===== src/rtl/flt_alert_pkg.sv =====
package flt_alert_pkg;

    localparam int NFLT    = 6;
    localparam int EVT_BIT = 4;
    localparam int OC_BIT  = 2;

    typedef logic [NFLT-1:0] flt_vec_t;

    localparam flt_vec_t ALL_MASK    = '1;
    localparam flt_vec_t EVT_ONEHOT  = flt_vec_t'(1) << EVT_BIT;
    localparam flt_vec_t EN_FALL_CLR = ALL_MASK & ~EVT_ONEHOT;

    // decoded clear events, one cycle wide
    typedef struct packed {
        logic clr_all;
        logic en_fall;
    } clr_evt_t;

    // bits that the present events ask to clear (before live-status guard)
    function automatic flt_vec_t clear_mask(clr_evt_t ev, logic wr, flt_vec_t wd);
        flt_vec_t m;
        m = '0;
        if (wr)         m = m | ~wd;
        if (ev.en_fall) m = m | EN_FALL_CLR;
        if (ev.clr_all) m = ALL_MASK;
        return m;
    endfunction

    // switch hold-off selection
    function automatic logic hold_calc(logic retry, flt_vec_t fq, flt_vec_t lv, logic oc_p);
        logic h;
        if (retry) h = lv[0] | lv[1];
        else       h = |fq[2:0];
        return h | oc_p;
    endfunction

endpackage


===== src/rtl/flt_sync.sv =====
module flt_sync #(
    parameter int WIDTH  = 1,
    parameter int STAGES = 2
) (
    input  logic             clk,
    input  logic             rst,
    input  logic [WIDTH-1:0] d,
    output logic [WIDTH-1:0] q
);

    logic [STAGES-1:0][WIDTH-1:0] stg;

    generate
        if (STAGES == 1) begin : g_one
            always_ff @(posedge clk) begin
                if (rst) stg <= '0;
                else     stg <= d;
            end
        end else begin : g_chain
            always_ff @(posedge clk) begin
                if (rst) stg <= '0;
                else     stg <= {stg[STAGES-2:0], d};
            end
        end
    endgenerate

    assign q = stg[STAGES-1];

endmodule


===== src/rtl/flt_evt_detect.sv =====
module flt_evt_detect
    import flt_alert_pkg::*;
#(
    parameter int SYNC_STAGES = 2,
    parameter int UV_HOLD_CYC = 500
) (
    input  logic     clk,
    input  logic     rst,
    input  logic     on_pin,
    input  logic     on_ctl,
    input  logic     en_pin,
    input  logic     uv_below,
    input  logic     uvlo,
    output clr_evt_t ev
);

    localparam int CW = $clog2(UV_HOLD_CYC + 1);

    logic [3:0] pin_s;
    logic on_s, en_s, uv_s, uvlo_s;
    logic on_prev, en_prev, ctl_prev;
    logic [CW-1:0] uv_cnt;
    logic uv_fire;

    flt_sync #(.WIDTH(4), .STAGES(SYNC_STAGES)) u_sync (
        .clk (clk),
        .rst (rst),
        .d   ({uvlo, uv_below, en_pin, on_pin}),
        .q   (pin_s)
    );

    assign {uvlo_s, uv_s, en_s, on_s} = pin_s;

    always_ff @(posedge clk) begin
        if (rst) begin
            on_prev  <= 1'b0;
            en_prev  <= 1'b0;
            ctl_prev <= 1'b0;
        end else begin
            on_prev  <= on_s;
            en_prev  <= en_s;
            ctl_prev <= on_ctl;
        end
    end

    // undervoltage run-length filter, saturates at the limit
    always_ff @(posedge clk) begin
        if (rst || !uv_s)                   uv_cnt <= '0;
        else if (uv_cnt != CW'(UV_HOLD_CYC)) uv_cnt <= uv_cnt + 1'b1;
    end

    assign uv_fire = uv_s && (uv_cnt == CW'(UV_HOLD_CYC - 1));

    always_comb begin
        ev.clr_all = (on_prev & ~on_s) | (ctl_prev & ~on_ctl) | uv_fire | uvlo_s;
        ev.en_fall = en_prev & ~en_s;
    end

endmodule


===== src/rtl/flt_reg_core.sv =====
module flt_reg_core
    import flt_alert_pkg::*;
(
    input  logic     clk,
    input  logic     rst,
    input  flt_vec_t flt_set_p,
    input  flt_vec_t live_stat,
    input  logic     wr_stb,
    input  flt_vec_t wr_data,
    input  clr_evt_t ev,
    input  logic     ara_ack,
    output flt_vec_t fault_q,
    output logic     alert_pend,
    output flt_vec_t fault_rise
);

    flt_vec_t set_v, clr_v, fault_nxt;
    logic     alert_nxt;

    always_comb begin
        set_v      = flt_set_p | (ev.en_fall ? EVT_ONEHOT : '0);
        clr_v      = clear_mask(ev, wr_stb, wr_data) & ~live_stat;
        fault_nxt  = (fault_q & ~clr_v) | set_v;
        fault_rise = fault_nxt & ~fault_q;
        alert_nxt  = (|fault_rise) | (alert_pend & ~ara_ack);
    end

    always_ff @(posedge clk) begin
        if (rst) begin
            fault_q    <= '0;
            alert_pend <= 1'b0;
        end else begin
            fault_q    <= fault_nxt;
            alert_pend <= alert_nxt;
        end
    end

endmodule


===== src/rtl/flt_alert_latch.sv =====
module flt_alert_latch
    import flt_alert_pkg::*;
#(
    parameter int SYNC_STAGES = 2,
    parameter int UV_HOLD_CYC = 500
) (
    input  logic            clk,
    input  logic            rst,
    input  logic [NFLT-1:0] flt_set_p,
    input  logic [NFLT-1:0] live_stat,
    input  logic            wr_stb,
    input  logic [NFLT-1:0] wr_data,
    input  logic            on_pin,
    input  logic            on_ctl,
    input  logic            en_pin,
    input  logic            uv_below,
    input  logic            uvlo,
    input  logic            auto_retry,
    input  logic            gpo_force,
    input  logic            ara_ack,
    output logic [NFLT-1:0] fault_o,
    output logic            alert_pull_o,
    output logic            ara_resp_en_o,
    output logic            hold_off_o
);

    clr_evt_t ev;
    flt_vec_t fault_q;
    flt_vec_t fault_rise;
    logic     alert_pend;

    flt_evt_detect #(
        .SYNC_STAGES (SYNC_STAGES),
        .UV_HOLD_CYC (UV_HOLD_CYC)
    ) u_evt (
        .clk      (clk),
        .rst      (rst),
        .on_pin   (on_pin),
        .on_ctl   (on_ctl),
        .en_pin   (en_pin),
        .uv_below (uv_below),
        .uvlo     (uvlo),
        .ev       (ev)
    );

    flt_reg_core u_core (
        .clk        (clk),
        .rst        (rst),
        .flt_set_p  (flt_set_p),
        .live_stat  (live_stat),
        .wr_stb     (wr_stb),
        .wr_data    (wr_data),
        .ev         (ev),
        .ara_ack    (ara_ack),
        .fault_q    (fault_q),
        .alert_pend (alert_pend),
        .fault_rise (fault_rise)
    );

    assign fault_o       = fault_q;
    assign alert_pull_o  = gpo_force | alert_pend;
    assign ara_resp_en_o = alert_pend & ~gpo_force;
    assign hold_off_o    = hold_calc(auto_retry, fault_q, live_stat, flt_set_p[OC_BIT]);

endmodule


===== config.mk =====
export PLATFORM = sky130hd
export DESIGN_NAME = flt_alert_latch
export DESIGN_NICKNAME = d
export VERILOG_FILES = /design/src/rtl/flt_alert_pkg.sv /design/src/rtl/flt_sync.sv /design/src/rtl/flt_evt_detect.sv /design/src/rtl/flt_reg_core.sv /design/src/rtl/flt_alert_latch.sv
export SDC_FILE = /design/constraint.sdc
export NUM_CORES = 1
export LEC_CHECK = 0
export BUFFER_PORTS_ARGS = -buffer_cell sky130_fd_sc_hd__buf_2
export CAP_MARGIN = 20
export CORE_ASPECT_RATIO = 0.6
export CORE_MARGIN = 1.5
export CORE_UTILIZATION = 52
export CTS_CLUSTER_SIZE = 14
export DETAILED_ROUTE_END_ITERATION = 6
export PLACE_DENSITY = 0.82
export SLEW_MARGIN = 15
export SYNTH_ARGS = -nofsm -noshare
export SYNTH_HDL_FRONTEND = slang
export SYNTH_SLANG_ARGS = --single-unit

===== constraint.sdc =====
create_clock -name clk -period 3.2 [get_ports clk]
set_input_delay 0.64 -clock clk [delete_from_list [all_inputs] [get_ports clk]]
set_output_delay 0.64 -clock clk [all_outputs]
set_load 0.005 [all_outputs]

Yosys cells after proc, flatten, opt, wreduce, memory -nomap -nowiden
Index checks and enable logic that the tools add are counted.
Word-level totals
  ROM bits: 0
  bits in writable memories: 0
  memories: 0
  output and inout port bits: 9
  flip-flop bits (word level): 27
  bits of input ports: 29
  logic and storage cells: 47
  latch bits: 0
Operators by class
  multiplexer cells: 5
  add/sub/neg operators: 1
  $mul: 0
  bitwise gates (word level): 26
  equal/unequal tests: 2
  shift-type cells: 0
  reduce and logical (&&, ||, !) cells: 5
  div/mod/pow operators: 0
  magnitude comparators: 0
Operator list (count)
  NOT 6 bit: 4
  AND 6 bit: 3
  two-way mux 6 bit: 3
  bitwise OR 6 bit: 2
  adder 9 x 1 -> 9 bit, second input constant: 1
  equality test 9 bit, second input constant: 1
  inequality test 9 bit, second input constant: 1
  bitwise OR 1 bit: 7
  OR reduction 6 bit: 1
  AND 1 bit: 5
  two-way mux 5 bit: 1
  NOT 1 bit: 5
  OR reduction 3 bit: 1
  logical AND 1 bit: 1
  logical NOT 1 bit: 1
  logical OR 1 bit: 1
  two-way mux 1 bit: 1

Longest topological paths before layout
Gate-level depths: netlist of run 1.
  word-level depth: 13
  depth in mapped cells: 5

Modules after synthesis
From an unflattened synthesis of run 1, not the netlist that was laid out.
Unflattened totals
  cells, all modules: 136
  area, all modules: 1217.4 sq um
By module, submodules not included
  flt_evt_detect: seq. area each 240.2 sq um, instances 1, area each 570.5 sq um, cells each 66
  flt_reg_core: seq. area each 140.1 sq um, instances 1, area each 366.6 sq um, cells each 45
  flt_sync: seq. area each 160.2 sq um, instances 1, area each 240.2 sq um, cells each 20
  flt_alert_latch: seq. area each 0.0 sq um, instances 1, area each 40.0 sq um, cells each 5

Worst setup path after synthesis of run 1
No wires, ideal clock.
  kind: input port to output port
  start point: input auto_retry
  end point: output hold_off_o
  setup slack: 1442 ps
  cell stages on the path: 3
  arrival time: 1118 ps
  required time: 2560 ps
  path through: nor4_1 a21oi_1 or2_2
On the way
  cells in the longest elaborated chain, start to end: 2
Ends and longest elaborated chain
  start: declaration: line flt_alert_latch.sv:18  | input logic auto_retry,
  two-way mux 1 bit: line flt_alert_pkg.sv:32  | if (retry) h = lv[0] | lv[1];
  bitwise OR 1 bit: line flt_alert_pkg.sv:34  | return h | oc_p;
  end: declaration: line flt_alert_latch.sv:24  | output logic hold_off_o
Every way passes these cells.

Worst setup path after layout of run 1
Same ends and word-level chain as after synthesis.

==> run_results.csv, run 1 <==
group,metric,value,unit
global_routing,grt_pass1_wl,3864,µm
critical_path,required,2.56,ns
route,drt-initial-drc-count,62,
timing,hold_violations,0,
critical_path,r2r_cells,5,
logic_synthesis,synthTopCellsByArea,"dfxtp_1, nor2b_1, a21oi_1, o32ai_1, o211ai_1",
logic_synthesis,synth_top_family_by_area,"simple AND/OR/NAND/NOR gates",
hold_path,hp-class,"flop to flop",
critical_path,cp_max_fo,2,
cts,ctsResizeCount,0,
critical_path,critPathMaxStageDelay,0.27,ns
logic_synthesis,yosysMostFrequentCell,"dfxtp_1",
hold_path,min_from,"u_evt.u_sync.stg[0]",
hold_path,hold_end,"u_evt.u_sync.q[0]",
power_and_ir_drop,p_int,0.4805,mW
cells_and_area,num_antenna_cells,0,
power_and_ir_drop,peakVddDrop,0.3221,mV
timing,period_minus_slack,2.015,ns
floorplanning,core_area,2131,µm²
floorplanning,die-area,2532,µm²
logic_synthesis,syn-num-nets,157,
global_routing,grt_overflow_total,0,
power_and_ir_drop,p_leak,0.5558,nW
timing,skew,0.001953,ns
cts,cts_max_level,1,
logic_synthesis,syn_inst,126,
route,viasPerCell,5.338,
route,wl_per_cell,12.97,µm
critical_path,critPathKind,"primary input to primary output",
placed_design,place.gp.congestion,0.8152,
power_and_ir_drop,clockPowerShare,31.2,%
cts,cts_tree,"done",
cells_and_area,fillers,180,
timing,fmax,0.4964,GHz
route,drc,0,
logic_synthesis,syn_area_per_cell,9.205,µm²
cts,cts_root_buffer,"clkbuf_8",
timing,period_share,62.95,%
global_routing,antenna_found_initial,0,
logic_synthesis,synth-main-ff-cell,"dfxtp_1",
power_and_ir_drop,power_density,441.1,nW/µm²
power_and_ir_drop,power,0.6286,mW
cells_and_area,drive_gt1_share,27.27,%
global_routing,gr-usage-all-layers,20.84,%
logic_synthesis,synthArstFlopShare,0,%
logic_synthesis,synth.distinct_cells,31,
logic_synthesis,netlist.area_leader.share,46.60,%
global_routing,grt_pass1_vias,889,
cts,post_cts_buffers,0,
global_routing,grt_max_degree,22,
status,outcome,"complete, no violations",
power_and_ir_drop,pwr-share-comb,11.1,%
critical_path,r2r_setup_slack,1.69,ns
critical_path,path_cells,"buf_2, nor4_1, a21oi_1, or2_2, buf_2",
logic_synthesis,synthMuxAreaShare,0.8630,%
timing,slew_viol_final,0,
timing,tns,0,ns
cts,cts_hold_buf,0,
logic_synthesis,synth_common_cells,"dfxtp_1, nor2b_1, a21oi_1",
timing,relSlewSlack,59.58,%
logic_synthesis,synth_top_cell_by_area,"dfxtp_1",
power_and_ir_drop,swShare,23.56,%
placed_design,place_hpwl,1993,µm
power_and_ir_drop,pwr-share-seq,57.7,%
cts,clockBufferDepth,2,
cells_and_area,syn_to_final_growth,22.87,%
critical_path,slowest_stage,"or2_2",
critical_path,critPathLaunchType,"primary input",
floorplanning,start_util,54.43,%
logic_synthesis,synth_area,1160,µm²
cts,cts_buffers,3,
power_and_ir_drop,p_sw,0.1481,mW
logic_synthesis,synth_seq_cells,27,
cts,clk_pin_slew,0.09,ns
timing,grt_setup_unrepaired,"false",
cts,clock_latency,0.27,ns
route,dr.pass1.iters,4,
logic_synthesis,synthXorXnorAreaFrac,0.7551,%
logic_synthesis,synth-compound-area-share,20.93,%
logic_synthesis,yosys_warnings,0,
timing,setup_violations,0,
logic_synthesis,synthAdderAreaFrac,2.157,%
critical_path,endpoint_kind,"primary output",
floorplanning,rows,13,
critical_path,cpMostUsedCell,"buf_2",
placed_design,numPortBuffers,37,
logic_synthesis,synth-edff-count,0,
floorplanning,ioPinCount,38,
flow_run,max-cap-violations,0,
critical_path,r2r-start,"u_evt.uv_cnt[0]",
critical_path,cp.arrival,1.37,ns
timing,worst_pin_slew,0.6064,ns
cts,cts_sinks,27,
floorplanning,die_h,39.59,µm
route,num_vias,1041,
critical_path,timing.rr.end,"u_evt.uv_cnt[3]",
route,finalWirelength,2530,µm
logic_synthesis,synth-simple-area-share,25.13,%
hold_path,min_path_cells,1,
logic_synthesis,ys_seq_area_share,46.60,%
cells_and_area,final_net_count,197,
route,antenna_left,0,
floorplanning,dieWidth,63.97,µm
## registers in the layout, summed over array words and instances, names as in the netlist
signal / count
u_core.fault_q: 6
u_evt.on_prev: 1
u_evt.u_sync.q: 4
u_core.alert_pend: 1
u_evt.en_prev: 1
u_evt.ctl_prev: 1
u_evt.uv_cnt: 9
u_evt.u_sync.stg: 4
## per-stage QoR
| stage | hold slack (ns) | instance area [µm²] | utilization (%) | instances | worst slack (ns) |
|---|---|---|---|---|---|
| 6_report | 0.4425 | 1425 | 66.88 | 195 | 1.185 |
| 5_1_grt | 0.4599 | 1425 | 66.88 | 195 | 1.083 |
| 4_1_cts | 0.4486 | 1425 | 66.88 | 195 | 1.169 |
| 3_5_place_dp | 0.4254 | 1375 | 64.53 | 191 | 1.174 |
| 3_3_place_gp | 0.4178 | 1375 | 64.53 | 191 | 1.219 |
| 2_1_floorplan | 0.4138 | 1160 | - | 126 | 1.442 |
## cell families (layout without fill, tap and decap cells)
| kind of cell | Yosys count | in the layout |
|---|---|---|
| AND/OR/NAND/NOR | 47 | 47 |
| XOR/XNOR | 1 | 1 |
| buffers and inverters | 11 | 50 |
| AO/OA/AOI/OAI | 37 | 37 |
| multiplexers | 1 | 1 |
| adder cells (fa/ha/maj) | 2 | 2 |
| flip-flops | 27 | 27 |
## placed cells by master (no fill, tap or decap)
cell type / instances
a2111oi_0: 1
a211oi_1: 1
a21oi_1: 12
a22oi_1: 1
a311o_1: 1
a31oi_1: 2
and4_1: 1
and4b_2: 1
buf_2: 37
clkbuf_8: 3
dfxtp_1: 27
ha_1: 2
inv_1: 9
inv_6: 1
mux2i_1: 1
nand2_1: 6
nand2b_1: 3
nand3_1: 4
nand3b_1: 1
nand4_1: 2
nor2_1: 3
nor2b_1: 17
nor3b_1: 1
nor4_1: 1
nor4_4: 1
o211ai_1: 5
o21ai_0: 6
o21bai_1: 1
o221ai_1: 1
o32ai_1: 6
or2_2: 2
or3_1: 4
xnor2_1: 1
## metal layers
layer  track usage, %  wire, µm  vias up
met5                0         0        -
met4            4.348         6        0
met3            7.184       162        2
met2            38.54      1212       36
met1            24.00      1148      466
li1                 -         -      537
## cell type report
cell class              instances  area, µm²  area share (%)
clock inverters                 1      8.758          0.6146
clock buffers                   3      41.29           2.897
well taps                      30      37.54           2.634
flip-flops and latches         27      540.5           37.93
repair buffers                 37      185.2           12.99
inverters                       9      33.78           2.370
multi-input cells              88      578.1           40.56
## worst max-delay path, delay by kind of cell
family / cells / cell delay (ns)
buffers and inverters: 2 / 0.23
AOI/OAI and AO/OA: 1 / 0.06
and+or+nand+nor: 2 / 0.45
## worst max path at each step
stage	start	endpoint	slack, ns	cells past startpoint
CTS	u_core.fault_q[2]	hold_off_o	1.17	4
finish	auto_retry	hold_off_o	1.19	5
detailed placement	auto_retry	hold_off_o	1.17	5
global placement	auto_retry	hold_off_o	1.22	5
global route	u_core.fault_q[2]	hold_off_o	1.08	4
floorplan	auto_retry	hold_off_o	1.44	3
## power groups by stage
stage	clock (mW)	sequential, mW	combinational [mW]
6_report	0.196	0.363	0.0700
5_1_grt	0.218	0.365	0.0784
4_1_cts	0.203	0.363	0.0702
3_5_place_dp	0	0.371	0.0697
3_3_place_gp	0	0.369	0.0669
2_1_floorplan	0	0.369	0.0341
No activity file was read; power rests on OpenSTA's default activity.
==> run 2, diff against run 1 <==
Settings changed: CORE_UTILIZATION 52 to 44, PLACE_DENSITY 0.82 to 0.74.
Clock period 3.2 ns to 1.8 ns, I/O delays scaled along.
==> run 2 against run 1 <==
Compared with the run above: global-route usage decreased by 1.7 points; register-to-register slack worse by 1.4 ns; routed wire length is 0.71% lower; worst hold slack worse by 0.15 ns; first-iteration DRC count decreased by 8.1%; clock-buffer cell count unchanged; via count rose by 0.67%.
==> run_results.csv, run 2 (synthesis gave the netlist of run 1 again) <==
group,metric,value,unit
cts,cts_root_buffer,"clkbuf_8",
global_routing,antenna_found_initial,0,
timing,period_share,95.09,%
cells_and_area,syn_to_final_growth,23.30,%
critical_path,cp.buffers_inverters,1,
power_and_ir_drop,power,1.108,mW
critical_path,slowest_stage,"dfxtp_1",
cts,cts_tree,"done",
power_and_ir_drop,swShare,23.51,%
critical_path,r2r_cells,4,
critical_path,cp_max_fo,5,
flow_run,max-cap-violations,0,
cts,clockBufferDepth,2,
timing,hold_violations,0,
power_and_ir_drop,p_leak,0.5559,nW
cts,clk_pin_slew,0.09,ns
global_routing,grt_overflow_total,0,
cells_and_area,final_cell_mix,"buf_2, dfxtp_1, nor2b_1",
cells_and_area,top_regs,"u_evt.uv_cnt: 9 flops, u_core.fault_q: 6 flops",
critical_path,r2r-start,"u_evt.uv_cnt[1]",
hold_path,min_path_cells,2,
hold_path,min_from,"on_pin",
timing,fin_ws,0.08830,ns
global_routing,gr-usage-all-layers,19.15,%
floorplanning,rows,14,
critical_path,path_cells,"nor4_2, a21oi_1, or2_2, buf_2",
critical_path,critPathMaxStageDelay,0.37,ns
timing,grt_setup_unrepaired,"false",
timing,relSlewSlack,62.50,%
status,outcome,"complete, no violations",
floorplanning,die_h,42.77,µm
cts,clock_latency,0.27,ns
cells_and_area,instances_no_fill,197,
timing,setup_violations,0,
hold_path,hold_end,"u_evt.u_sync.stg[0]",
cells_and_area,largest_reg_flops,9,
timing,worst_pin_slew,0.5625,ns
global_routing,grt_pass1_wl,4464,µm
cells_and_area,final_common_cell,"buf_2",
power_and_ir_drop,peakVddDrop,0.5046,mV
timing,fmax,0.5842,GHz
route,num_vias,1048,
placed_design,numPortBuffers,37,
power_and_ir_drop,pwr-share-seq,58.3,%
route,finalWirelength,2512,µm
timing,skew,0.001160,ns
critical_path,required,1.44,ns
placed_design,placed_cells,193,
critical_path,r2r_setup_slack,0.31,ns
cts,cts_buffers,3,
power_and_ir_drop,p_sw,0.2605,mW
placed_design,place_hpwl,1941,µm
power_and_ir_drop,clockPowerShare,30.6,%
cells_and_area,final_net_count,197,
critical_path,critPathKind,"flop to primary output",
route,antenna_left,0,
hold_path,hp-class,"primary input to flop",
placed_design,place_ws,0.3407,ns
timing,slew_viol_final,0,
critical_path,critPathLaunchType,"flop",
global_routing,grt_max_degree,22,
critical_path,cp.arrival,1.35,ns
critical_path,timing.rr.end,"u_core.fault_q[2]",
cells_and_area,fillers,228,
cells_and_area,num_antenna_cells,0,
power_and_ir_drop,p_int,0.8479,mW
critical_path,endpoint_kind,"primary output",
global_routing,grt_pass1_vias,1021,
route,drt-initial-drc-count,57,
critical_path,critPathTopFamily,"simple AND/OR/NAND/NOR gates",
timing,tns,0,ns
cells_and_area,regMostFlops,"u_evt.uv_cnt",
power_and_ir_drop,pwr-share-comb,11.1,%
power_and_ir_drop,power_density,775.0,nW/µm²
cts,cts_sinks,27,
placed_design,place.gp.congestion,0.8882,
cts,cts_max_level,1,
floorplanning,dieWidth,69.28,µm
route,viasPerCell,5.320,
timing,period_minus_slack,1.712,ns
route,wl_per_cell,12.75,µm
cells_and_area,drive_gt1_share,27.88,%
floorplanning,core_area,2505,µm²
route,drc,0,
floorplanning,die-area,2963,µm²
floorplanning,ioPinCount,38,
floorplanning,start_util,46.30,%
route,dr.pass1.iters,4,
-- run 2: what timing repair did --
| action | in CTS | in global routing |
|---|---|---|
| resized for setup | 0 | 1 |
| hold buffers | 0 | 0 |
| setup buffers | 0 | 0 |
| hold endpoints to repair | 0 | 0 |
| setup endpoints to repair | 0 | 1 |
-- run 2: worst max-delay path by stage --
stage,startpoint,endpoint,slack (ns),cells past startpoint
global placement,auto_retry,hold_off_o,0.37,5
finish,u_core.fault_q[2],hold_off_o,0.09,4
CTS,u_core.fault_q[2],hold_off_o,0.07,4
floorplan,u_evt.uv_cnt[0],u_evt.uv_cnt[3],0.47,5
global route,u_core.fault_q[2],hold_off_o,0.004,4
detailed placement,u_evt.uv_cnt[1],u_core.fault_q[2],0.34,4
-- run 2: final cells by class --
cell class,count,area (µm²),share of cell area [%]
clock inverter,1,5.005,0.3500
multi-input combinational,88,584.3,40.86
sequential,27,540.5,37.80
timing repair buffer,37,185.2,12.95
inverter,9,33.78,2.362
tap,32,40.04,2.800
clock buffer,3,41.29,2.887
-- run 2: layer usage --
layer,vias to the layer above,global-route usage [%],part of all wire (%)
met1,485,23.02,47
met4,0,5.098,0
met5,-,0,0
met2,25,33.65,48
met3,0,5.938,4.7
li1,538,-,-
-- run 2: through the flow --
| stage | util (%) | hold WS (ns) | cell area [µm²] |
|---|---|---|---|
| detailed placement | 55.00 | 0.4326 | 1378 |
| CTS | 56.84 | 0.2864 | 1424 |
| floorplan | - | 0.4138 | 1160 |
| finish | 57.09 | 0.2924 | 1430 |
| global placement | 55.00 | 0.4172 | 1378 |
| global route | 57.09 | 0.3148 | 1430 |
-- run 2: power by group through the flow --
stage / Clock, mW / Combinational, mW / Sequential, mW
2_1_floorplan: 0 / 0.0606 / 0.656
4_1_cts: 0.356 / 0.123 / 0.645
6_report: 0.339 / 0.123 / 0.646
5_1_grt: 0.369 / 0.139 / 0.651
3_5_place_dp: 0 / 0.123 / 0.659
3_3_place_gp: 0 / 0.119 / 0.659
-- run 2: worst register-to-register path, cell delays in order (launching register included) --
cell and delay, ns:
dfxtp_1 0.41, ha_1 0.26, nand2_1 0.12, nor4_4 0.40, o32ai_1 0.16
